File: src/rtl/perm_pkg.sv
package perm_pkg;

    localparam int VEC_W  = 64;
    localparam int WORD_W = 16;
    localparam int SCAL_W = 32;
    localparam int IMM_W  = 8;
    localparam int OP_W   = 4;
    localparam int HALF_W = VEC_W / 2;
    localparam int NWORD  = VEC_W / WORD_W;
    localparam int SEL_W  = $clog2(NWORD);

    typedef enum logic [OP_W-1:0] {
        OP_ILV_LO_B = 4'd0,
        OP_ILV_LO_W = 4'd1,
        OP_ILV_LO_D = 4'd2,
        OP_ILV_HI_B = 4'd4,
        OP_ILV_HI_W = 4'd5,
        OP_ILV_HI_D = 4'd6,
        OP_EXTRACT  = 4'd8,
        OP_INSERT   = 4'd9,
        OP_SHUFFLE  = 4'd10,
        OP_SWAP     = 4'd11
    } perm_op_e;

    typedef struct packed {
        logic [VEC_W-1:0]  vec;
        logic [SCAL_W-1:0] scal;
    } perm_res_t;

    // Interleave ops carry granularity in bits [1:0] and half in bit 2.
    function automatic logic is_interleave(input logic [OP_W-1:0] code);
        return (code[OP_W-1] == 1'b0) && (code[1:0] != 2'b11);
    endfunction

endpackage

File: src/rtl/perm_interleave.sv
module perm_interleave #(
    parameter int VEC_W = 64
) (
    input  logic [VEC_W-1:0] src_a,
    input  logic [VEC_W-1:0] src_b,
    input  logic             use_hi,
    input  logic [1:0]       gran,
    output logic [VEC_W-1:0] ilv
);
    localparam int HALF_W = VEC_W / 2;
    localparam int NSIZE  = 3;

    logic [HALF_W-1:0] half_a, half_b;

    assign half_a = use_hi ? src_a[VEC_W-1:HALF_W] : src_a[HALF_W-1:0];
    assign half_b = use_hi ? src_b[VEC_W-1:HALF_W] : src_b[HALF_W-1:0];

    for (genvar g = 0; g < NSIZE; g++) begin : g_sz
        localparam int EW = 8 << g;
        localparam int NE = HALF_W / EW;
        logic [VEC_W-1:0] res;
        always_comb begin
            res = '0;
            for (int i = 0; i < NE; i++) begin
                res[(2*i)*EW   +: EW] = half_a[i*EW +: EW];
                res[(2*i+1)*EW +: EW] = half_b[i*EW +: EW];
            end
        end
    end

    always_comb begin
        case (gran)
            2'd0:    ilv = g_sz[0].res;
            2'd1:    ilv = g_sz[1].res;
            2'd2:    ilv = g_sz[2].res;
            default: ilv = '0;
        endcase
    end

endmodule

File: src/rtl/perm_words.sv
module perm_words #(
    parameter int VEC_W  = 64,
    parameter int WORD_W = 16,
    parameter int SCAL_W = 32,
    parameter int IMM_W  = 8
) (
    input  logic [VEC_W-1:0]  src_a,
    input  logic [VEC_W-1:0]  src_b,
    input  logic [IMM_W-1:0]  imm,
    input  logic [SCAL_W-1:0] scal_in,
    output logic [VEC_W-1:0]  shuf,
    output logic [SCAL_W-1:0] ext,
    output logic [VEC_W-1:0]  ins,
    output logic [VEC_W-1:0]  swp
);
    localparam int NWORD  = VEC_W / WORD_W;
    localparam int SEL_W  = $clog2(NWORD);
    localparam int HALF_W = VEC_W / 2;

    logic [SEL_W-1:0] lane;
    assign lane = imm[SEL_W-1:0];

    always_comb begin
        shuf = '0;
        for (int k = 0; k < NWORD; k++) begin
            shuf[k*WORD_W +: WORD_W] =
                src_b[int'(imm[k*SEL_W +: SEL_W])*WORD_W +: WORD_W];
        end
    end

    always_comb begin
        ext = '0;
        ext[WORD_W-1:0] = src_b[int'(lane)*WORD_W +: WORD_W];
    end

    always_comb begin
        ins = src_a;
        ins[int'(lane)*WORD_W +: WORD_W] = scal_in[WORD_W-1:0];
    end

    assign swp = {src_b[HALF_W-1:0], src_b[VEC_W-1:HALF_W]};

endmodule

File: src/rtl/perm_unit.sv
module perm_unit
    import perm_pkg::*;
(
    input  logic              clk,
    input  logic              rst,
    input  logic              in_valid,
    input  logic [OP_W-1:0]   op,
    input  logic [VEC_W-1:0]  src_a,
    input  logic [VEC_W-1:0]  src_b,
    input  logic [IMM_W-1:0]  imm,
    input  logic [SCAL_W-1:0] scal_in,
    output logic              out_valid,
    output logic [VEC_W-1:0]  vec_q,
    output logic [SCAL_W-1:0] scal_q
);
    logic [VEC_W-1:0]  ilv_v, shuf_v, ins_v, swp_v;
    logic [SCAL_W-1:0] ext_s;
    perm_res_t         nxt, res_q;

    perm_interleave #(.VEC_W(VEC_W)) u_ilv (
        .src_a (src_a),
        .src_b (src_b),
        .use_hi(op[2]),
        .gran  (op[1:0]),
        .ilv   (ilv_v)
    );

    perm_words #(
        .VEC_W (VEC_W),
        .WORD_W(WORD_W),
        .SCAL_W(SCAL_W),
        .IMM_W (IMM_W)
    ) u_words (
        .src_a  (src_a),
        .src_b  (src_b),
        .imm    (imm),
        .scal_in(scal_in),
        .shuf   (shuf_v),
        .ext    (ext_s),
        .ins    (ins_v),
        .swp    (swp_v)
    );

    always_comb begin
        nxt = '0;
        if (is_interleave(op)) begin
            nxt.vec = ilv_v;
        end else begin
            case (op)
                OP_EXTRACT: nxt.scal = ext_s;
                OP_INSERT:  nxt.vec  = ins_v;
                OP_SHUFFLE: nxt.vec  = shuf_v;
                OP_SWAP:    nxt.vec  = swp_v;
                default:    nxt      = '0;
            endcase
        end
    end

    always_ff @(posedge clk) begin
        if (rst) begin
            res_q     <= '0;
            out_valid <= 1'b0;
        end else begin
            out_valid <= in_valid;
            if (in_valid) begin
                res_q <= nxt;
            end
        end
    end

    assign vec_q  = res_q.vec;
    assign scal_q = res_q.scal;

endmodule

File: config.mk
export PLATFORM = sky130hd
export DESIGN_NAME = perm_unit
export DESIGN_NICKNAME = d
export VERILOG_FILES = /design/src/rtl/perm_pkg.sv /design/src/rtl/perm_interleave.sv /design/src/rtl/perm_words.sv /design/src/rtl/perm_unit.sv
export SDC_FILE = /design/constraint.sdc
export NUM_CORES = 1
export LEC_CHECK = 0
export BUFFER_PORTS_ARGS = -buffer_cell sky130_fd_sc_hd__clkbuf_2
export CAP_MARGIN = 20
export CELL_PAD_IN_SITES_DETAIL_PLACEMENT = 2
export CELL_PAD_IN_SITES_GLOBAL_PLACEMENT = 2
export CORE_ASPECT_RATIO = 1.5
export CORE_UTILIZATION = 27
export CTS_CLUSTER_SIZE = 12
export DETAILED_ROUTE_END_ITERATION = 12
export GPL_ROUTABILITY_DRIVEN = 0
export PLACE_DENSITY = 0.78
export SLEW_MARGIN = 30
export SYNTH_ARGS = -nofsm -noshare
export SYNTH_HDL_FRONTEND = slang
export SYNTH_SLANG_ARGS = --single-unit
File: constraint.sdc
create_clock -name clk -period 2.75 [get_ports clk]
set_input_delay 0.6875 -clock clk [delete_from_list [all_inputs] [get_ports clk]]
set_output_delay 0.6875 -clock clk [all_outputs]
set_load 0.01 [all_outputs]
* Word level (Yosys, flattened, before mapping)
Cells that the tools add are included.
Widths: inputs -> output; s select.
** Word-level totals
- Register bits :: 97
- Input bits :: 175
- Output and inout bits :: 97
- Logic and storage cells :: 28
** Operators by class
- Add/subtract/negate cells :: 1
- Eq/ne operators :: 7
- Shift operators :: 6
- Mux-type cells :: 8
- Bitwise gates (word level) :: 1
- Reduce and logical (&&, ||, !) cells :: 2
** Operators with widths (number)
- $pmux 64 s3 :: 2
- $shiftx 64x7->16 :: 4
- $bwmux 64 :: 1
- $mux 32 :: 2
- $mux 64 :: 1
- $shift 16x33->64 const A :: 1
- $shiftx 16x33->64 :: 1
- $neg 6->33 :: 1
- $mux 16 :: 2
- $eq 4x4->1 const B :: 4
- $eq 2x1->1 const B :: 1
- $eq 2x2->1 const B :: 1
- $logic_not 2->1 :: 1
- $ne 2x2->1 const B :: 1
- $logic_and 1x1->1 :: 1
- $not 1->1 :: 1

* Depth between registers and ports, before layout
- Word-level depth :: 5
- Gate-level depth with buffers :: 10
- Mapped depth without buffers :: 6

* Cells and area by module
A second synthesis with hierarchy kept.
** Second synthesis, totals
- Cell total of the unflattened synthesis :: 1203
- Area, all modules :: 10597.7 um^2
** By module, submodules not included
- perm_unit :: times used 1, cells an instance 612, area an instance 5547.8 um^2, sequential area each 1941.9 um^2
- perm_words :: times used 1, cells an instance 371, area an instance 3487.1 um^2, sequential area each 0.0 um^2
- perm_interleave :: times used 1, cells an instance 220, area an instance 1562.7 um^2, sequential area each 0.0 um^2

* Least setup slack after synthesis
Ideal clock, no wire load.
- Kind :: input port to flip-flop
- Start point :: input imm[1]
- End point :: register res_q (netlist bit vec_q[47])
- Setup time :: 0.134 ns
- Arrival :: 2.511 ns
- Required time :: 2.616 ns
- Setup slack :: 0.105 ns
- Stages on the path :: 10
- Path buffers :: 4
- Cells stage by stage :: buf_2 -> buf_2 -> inv_1 -> ha_1 -> and3b_1 -> clkbuf_2 -> buf_2 -> a32o_1 -> a22oi_1 -> a211oi_2
** On the way
- Cells in the longest elaborated chain, start to end :: 5
- Elaborated cells between the ends (all ways) :: 6
- Those cells by class :: add/sub: 1; shift: 2; mux: 3
** RTL lines
- from (decl) :: RTL line perm_unit.sv:10 : input logic [IMM_W-1:0] imm,
- $neg 6->33 (*) :: RTL line perm_words.sv:38 : ins[int'(lane)*WORD_W +: WORD_W] = scal_in[WORD_W-1:0];
- $shiftx 16x33->64 or $shift 16x33->64 (tied branches) :: RTL line perm_words.sv:38
- $bwmux 64 (*) :: RTL line perm_words.sv:38
- $pmux 64 s3 (*) :: RTL line perm_unit.sv:49 : case (op)
- $mux 64 (*) :: RTL line perm_unit.sv:46 : if (is_interleave(op)) begin
- to (signal assigned) :: RTL line perm_unit.sv:66 : res_q <= nxt;
- to (decl) :: RTL line perm_unit.sv:18 : perm_res_t nxt, res_q;
Every way passes the cells marked *; elsewhere a longest branch is shown, timed or not.
A chain may end at the register's enable or synchronous reset.

* Final worst setup path
- Start point :: input imm[0]
- End point :: register res_q (netlist bit vec_q[32])
Same word-level chain as after synthesis.

==> key figures <==
Global routing
  • Gr ovfl total: 0
  • Initial antenna violation count: 2
  • Overall Global Routing Usage: 0.297
  • First-pass GRT wire length: 64.9 mm
  • Vias in the first global route: 9882
  • Pin count of the biggest net entering global routing: 38

Detailed routing
  • DR pass1 iterations: 5
  • DR WL/cell: 30.4 µm
  • Post-DR vias/cell: 6.41
  • Final ANT Viol Nets: 0
  • Drt drc: 0
  • Via count: 9290
  • DRT Wirelength: 44.0 mm
  • Starting DRT DRC Count: between 900 and 1000

Worst setup path
  • WS Path Type: in -> reg
  • Endpoint class of the critical path: flip-flop
  • Crit Path Max Fanout: 16
  • Reg-to-reg slack, setup: 1950 ps
  • Critical path arrival: 2760 ps
  • Data required, critical path: roughly 3000 ps
  • Crit start category: input pin

Placed design
  • I/O Buffers: 239
  • Dpl cells: approximately 1400
  • Placed cell area: 0.00956 mm²
  • Detailed placer's ending HPWL: 33.6 mm

Logic synthesis
  • Syn Inst Count: roughly 840
  • Top cells by count, synth: dfxtp_1, nor2_1, mux2i_1, mux4_2, a22oi_1
  • Async set-reset flop share out of synthesis: 0
  • Post-synth EDFFs: 0
  • Post-Syn Area: 0.00788 mm²
  • Synth area leaders: dfxtp_1, mux4_2, mux2i_1
  • #FFs+latches synth: just over 80
  • Count leader, synth: dfxtp_1
  • Synth Flop Type: dfxtp_1
  • Mapped Avg Cell Area: 9.33 µm²
  • Dominant cell type by area after synthesis: dfxtp_1
  • Sequential share of the synthesized area: 0.206
  • Yosys cell types: 52
  • Yosys warning total: 0
  • Top cell type's share of synthesized area: 0.206

Timing
  • Final Max Slew Viols: 0
  • Final period utilization: 0.898
  • Fmax: 0.405 GHz
  • Fin. Hold Viols: 0
  • Minimum clock period: about 2500 ps
  • # setup viols final: 0
  • Slew headroom: 0.364
  • RSZ-0062 raised after global routing: false
  • Slew @ Worst Pin: 947 ps
  • Clock Skews: 0 ps

Pwr
  • Maximum vdd drop: ~0.32 mV
  • Pwr dens: 406 mW/mm²
  • Leak Pwr: 0.00399 µW

Finish
  • # fillers: 3314
  • Post-Layout Cell Count: around 1400
  • Finished Cell Area: 0.00984 mm²
  • P&R area growth vs syn: 25.0%
  • Fin nets: 1233
  • Layout cells sized above 1: 0.381

Die
  • Row Count: 76
  • Die H: between 200 and 250 µm
  • Initial Util: 0.274
  • Die area: around 0.030 mm²
  • Die width: 141 µm
  • Core area: 0.0287 mm²
  • Io pins: 272

Clock network
  • CTS hold repair buffers: 0
  • Reg clk slew, reported paths: 70 ps
  • CTS tree: built
  • Post_cts resized: 0
  • CTS max path bufs: 2
  • Post-CTS setup repair buffer count: 0
  • H-tree level count: 3
  • Sink Count: 81
  • Worst-Skew Late Latency: 370 ps
  • Clk root buf: clkbuf_16
  • CTS buffer count: 9

Outcome
  • Outcome: completed

Worst hold path
  • Min-delay worst type: reg -> reg

Flow run
  • Max-cap viol count: 0
per-stage QoR:
| stage | total power, µW | worst slack (ps) | utilization | TNS, ps | hold WS [ps] |
|---|---|---|---|---|---|
| after floorplan | 2110 | 105 | - | 0 | 495 |
| after global placement | 2680 | -41.0 | 0.333 | -55.3 | 471 |
| after detailed placement | 2730 | -91.1 | 0.333 | -693 | 473 |
| after CTS | 3990 | 289 | 0.343 | 0 | 485 |
| after global routing | 4130 | 156 | 0.343 | 0 | 516 |
| final | 4000 | 282 | 0.343 | 0 | 485 |
critical path, stage by stage:
cell and delay, ps:
clkbuf_2 130, inv_1 100, ha_1 430, and3b_1 770
a32o_1 300, a22oi_1 90, a211oi_1 260
path summary, 6_finish.rpt:
check | start | to | cells past startpoint
max | imm[0] | vec_q[32] | 7
min | vec_q[63] | vec_q[63] | 2
max reg2reg | vec_q[3] | vec_q[3] | 2
min reg2reg | vec_q[63] | vec_q[63] | 2
metal layers:
layer | global-route usage | wire, µm
met1 | 0.340 | 16200
met2 | 0.509 | 21600
met3 | 0.0528 | 3410
met4 | 0.184 | 2790
met5 | 0 | 9
cells by family (layout without fill, tap and decap cells):
logic type / count (synthesis) / in the layout / share of synthesized area
AO/OA/AOI/OAI: 338 / 338 / 0.327
AND/OR/NAND/NOR: 150 / 150 / 0.0893
multiplexers: 136 / 136 / 0.276
buffers and inverters: 132 / 331 / 0.0925
flip-flops: 81 / 81 / 0.206
adder cells (fa/ha/maj): 5 / 5 / 0.00794
other: 1 / 17 / 0.000476
XOR/XNOR: 1 / 1 / 0.00111
cell usage in the layout, fill, tap and decap left out, types with 3 or more instances in the layout:
cell type and instances:
mux4_2 64, a22oi_1 60, mux2i_1 64, a221oi_1 40, buf_12 10, a211oi_1 46, o31a_1 4, nand2_1 33
o22ai_1 36, inv_1 8, a32o_1 28, o21ai_0 31, o211ai_1 4, nand3_1 4, clkbuf_2 237, a21oi_1 9
a31oi_1 12, nand3b_1 9, a32oi_1 4, clkbuf_16 9, ha_1 5, conb_1 16, o21bai_1 12, nor3_1 4
dfxtp_1 81, nor2b_1 4, nor2_1 78, a221o_1 3, mux2_2 8, o221ai_1 4, clkinv_2 3, a22o_1 30
buf_4 58, a311oi_1 9
state kept, by name, indices dropped and copies added, names as in the netlist:
register / flops
vec_q: 64
out_valid: 1
scal_q: 16
power by group:
part | internal, µW | leakage (µW) | switching (µW)
registers | 1240 | 0.000667 | 53.7
clock network | 658 | 0.000137 | 603
logic | 593 | 0.00318 | 846
total | 2490 | 0.00399 | 1500
layout make-up:
class                      instances  area, µm²  share of cell area
antenna                            1       2.50            0.000254
clock buffer                      11        253              0.0257
clock inverter                     5       30.0             0.00305
inverter                           9       33.8             0.00343
multi-input combinational        646       5590               0.568
sequential                        81       1620               0.165
tap                              390        488              0.0496
timing repair buffer             306       1830               0.186
(Power assumes the default switching activity.)
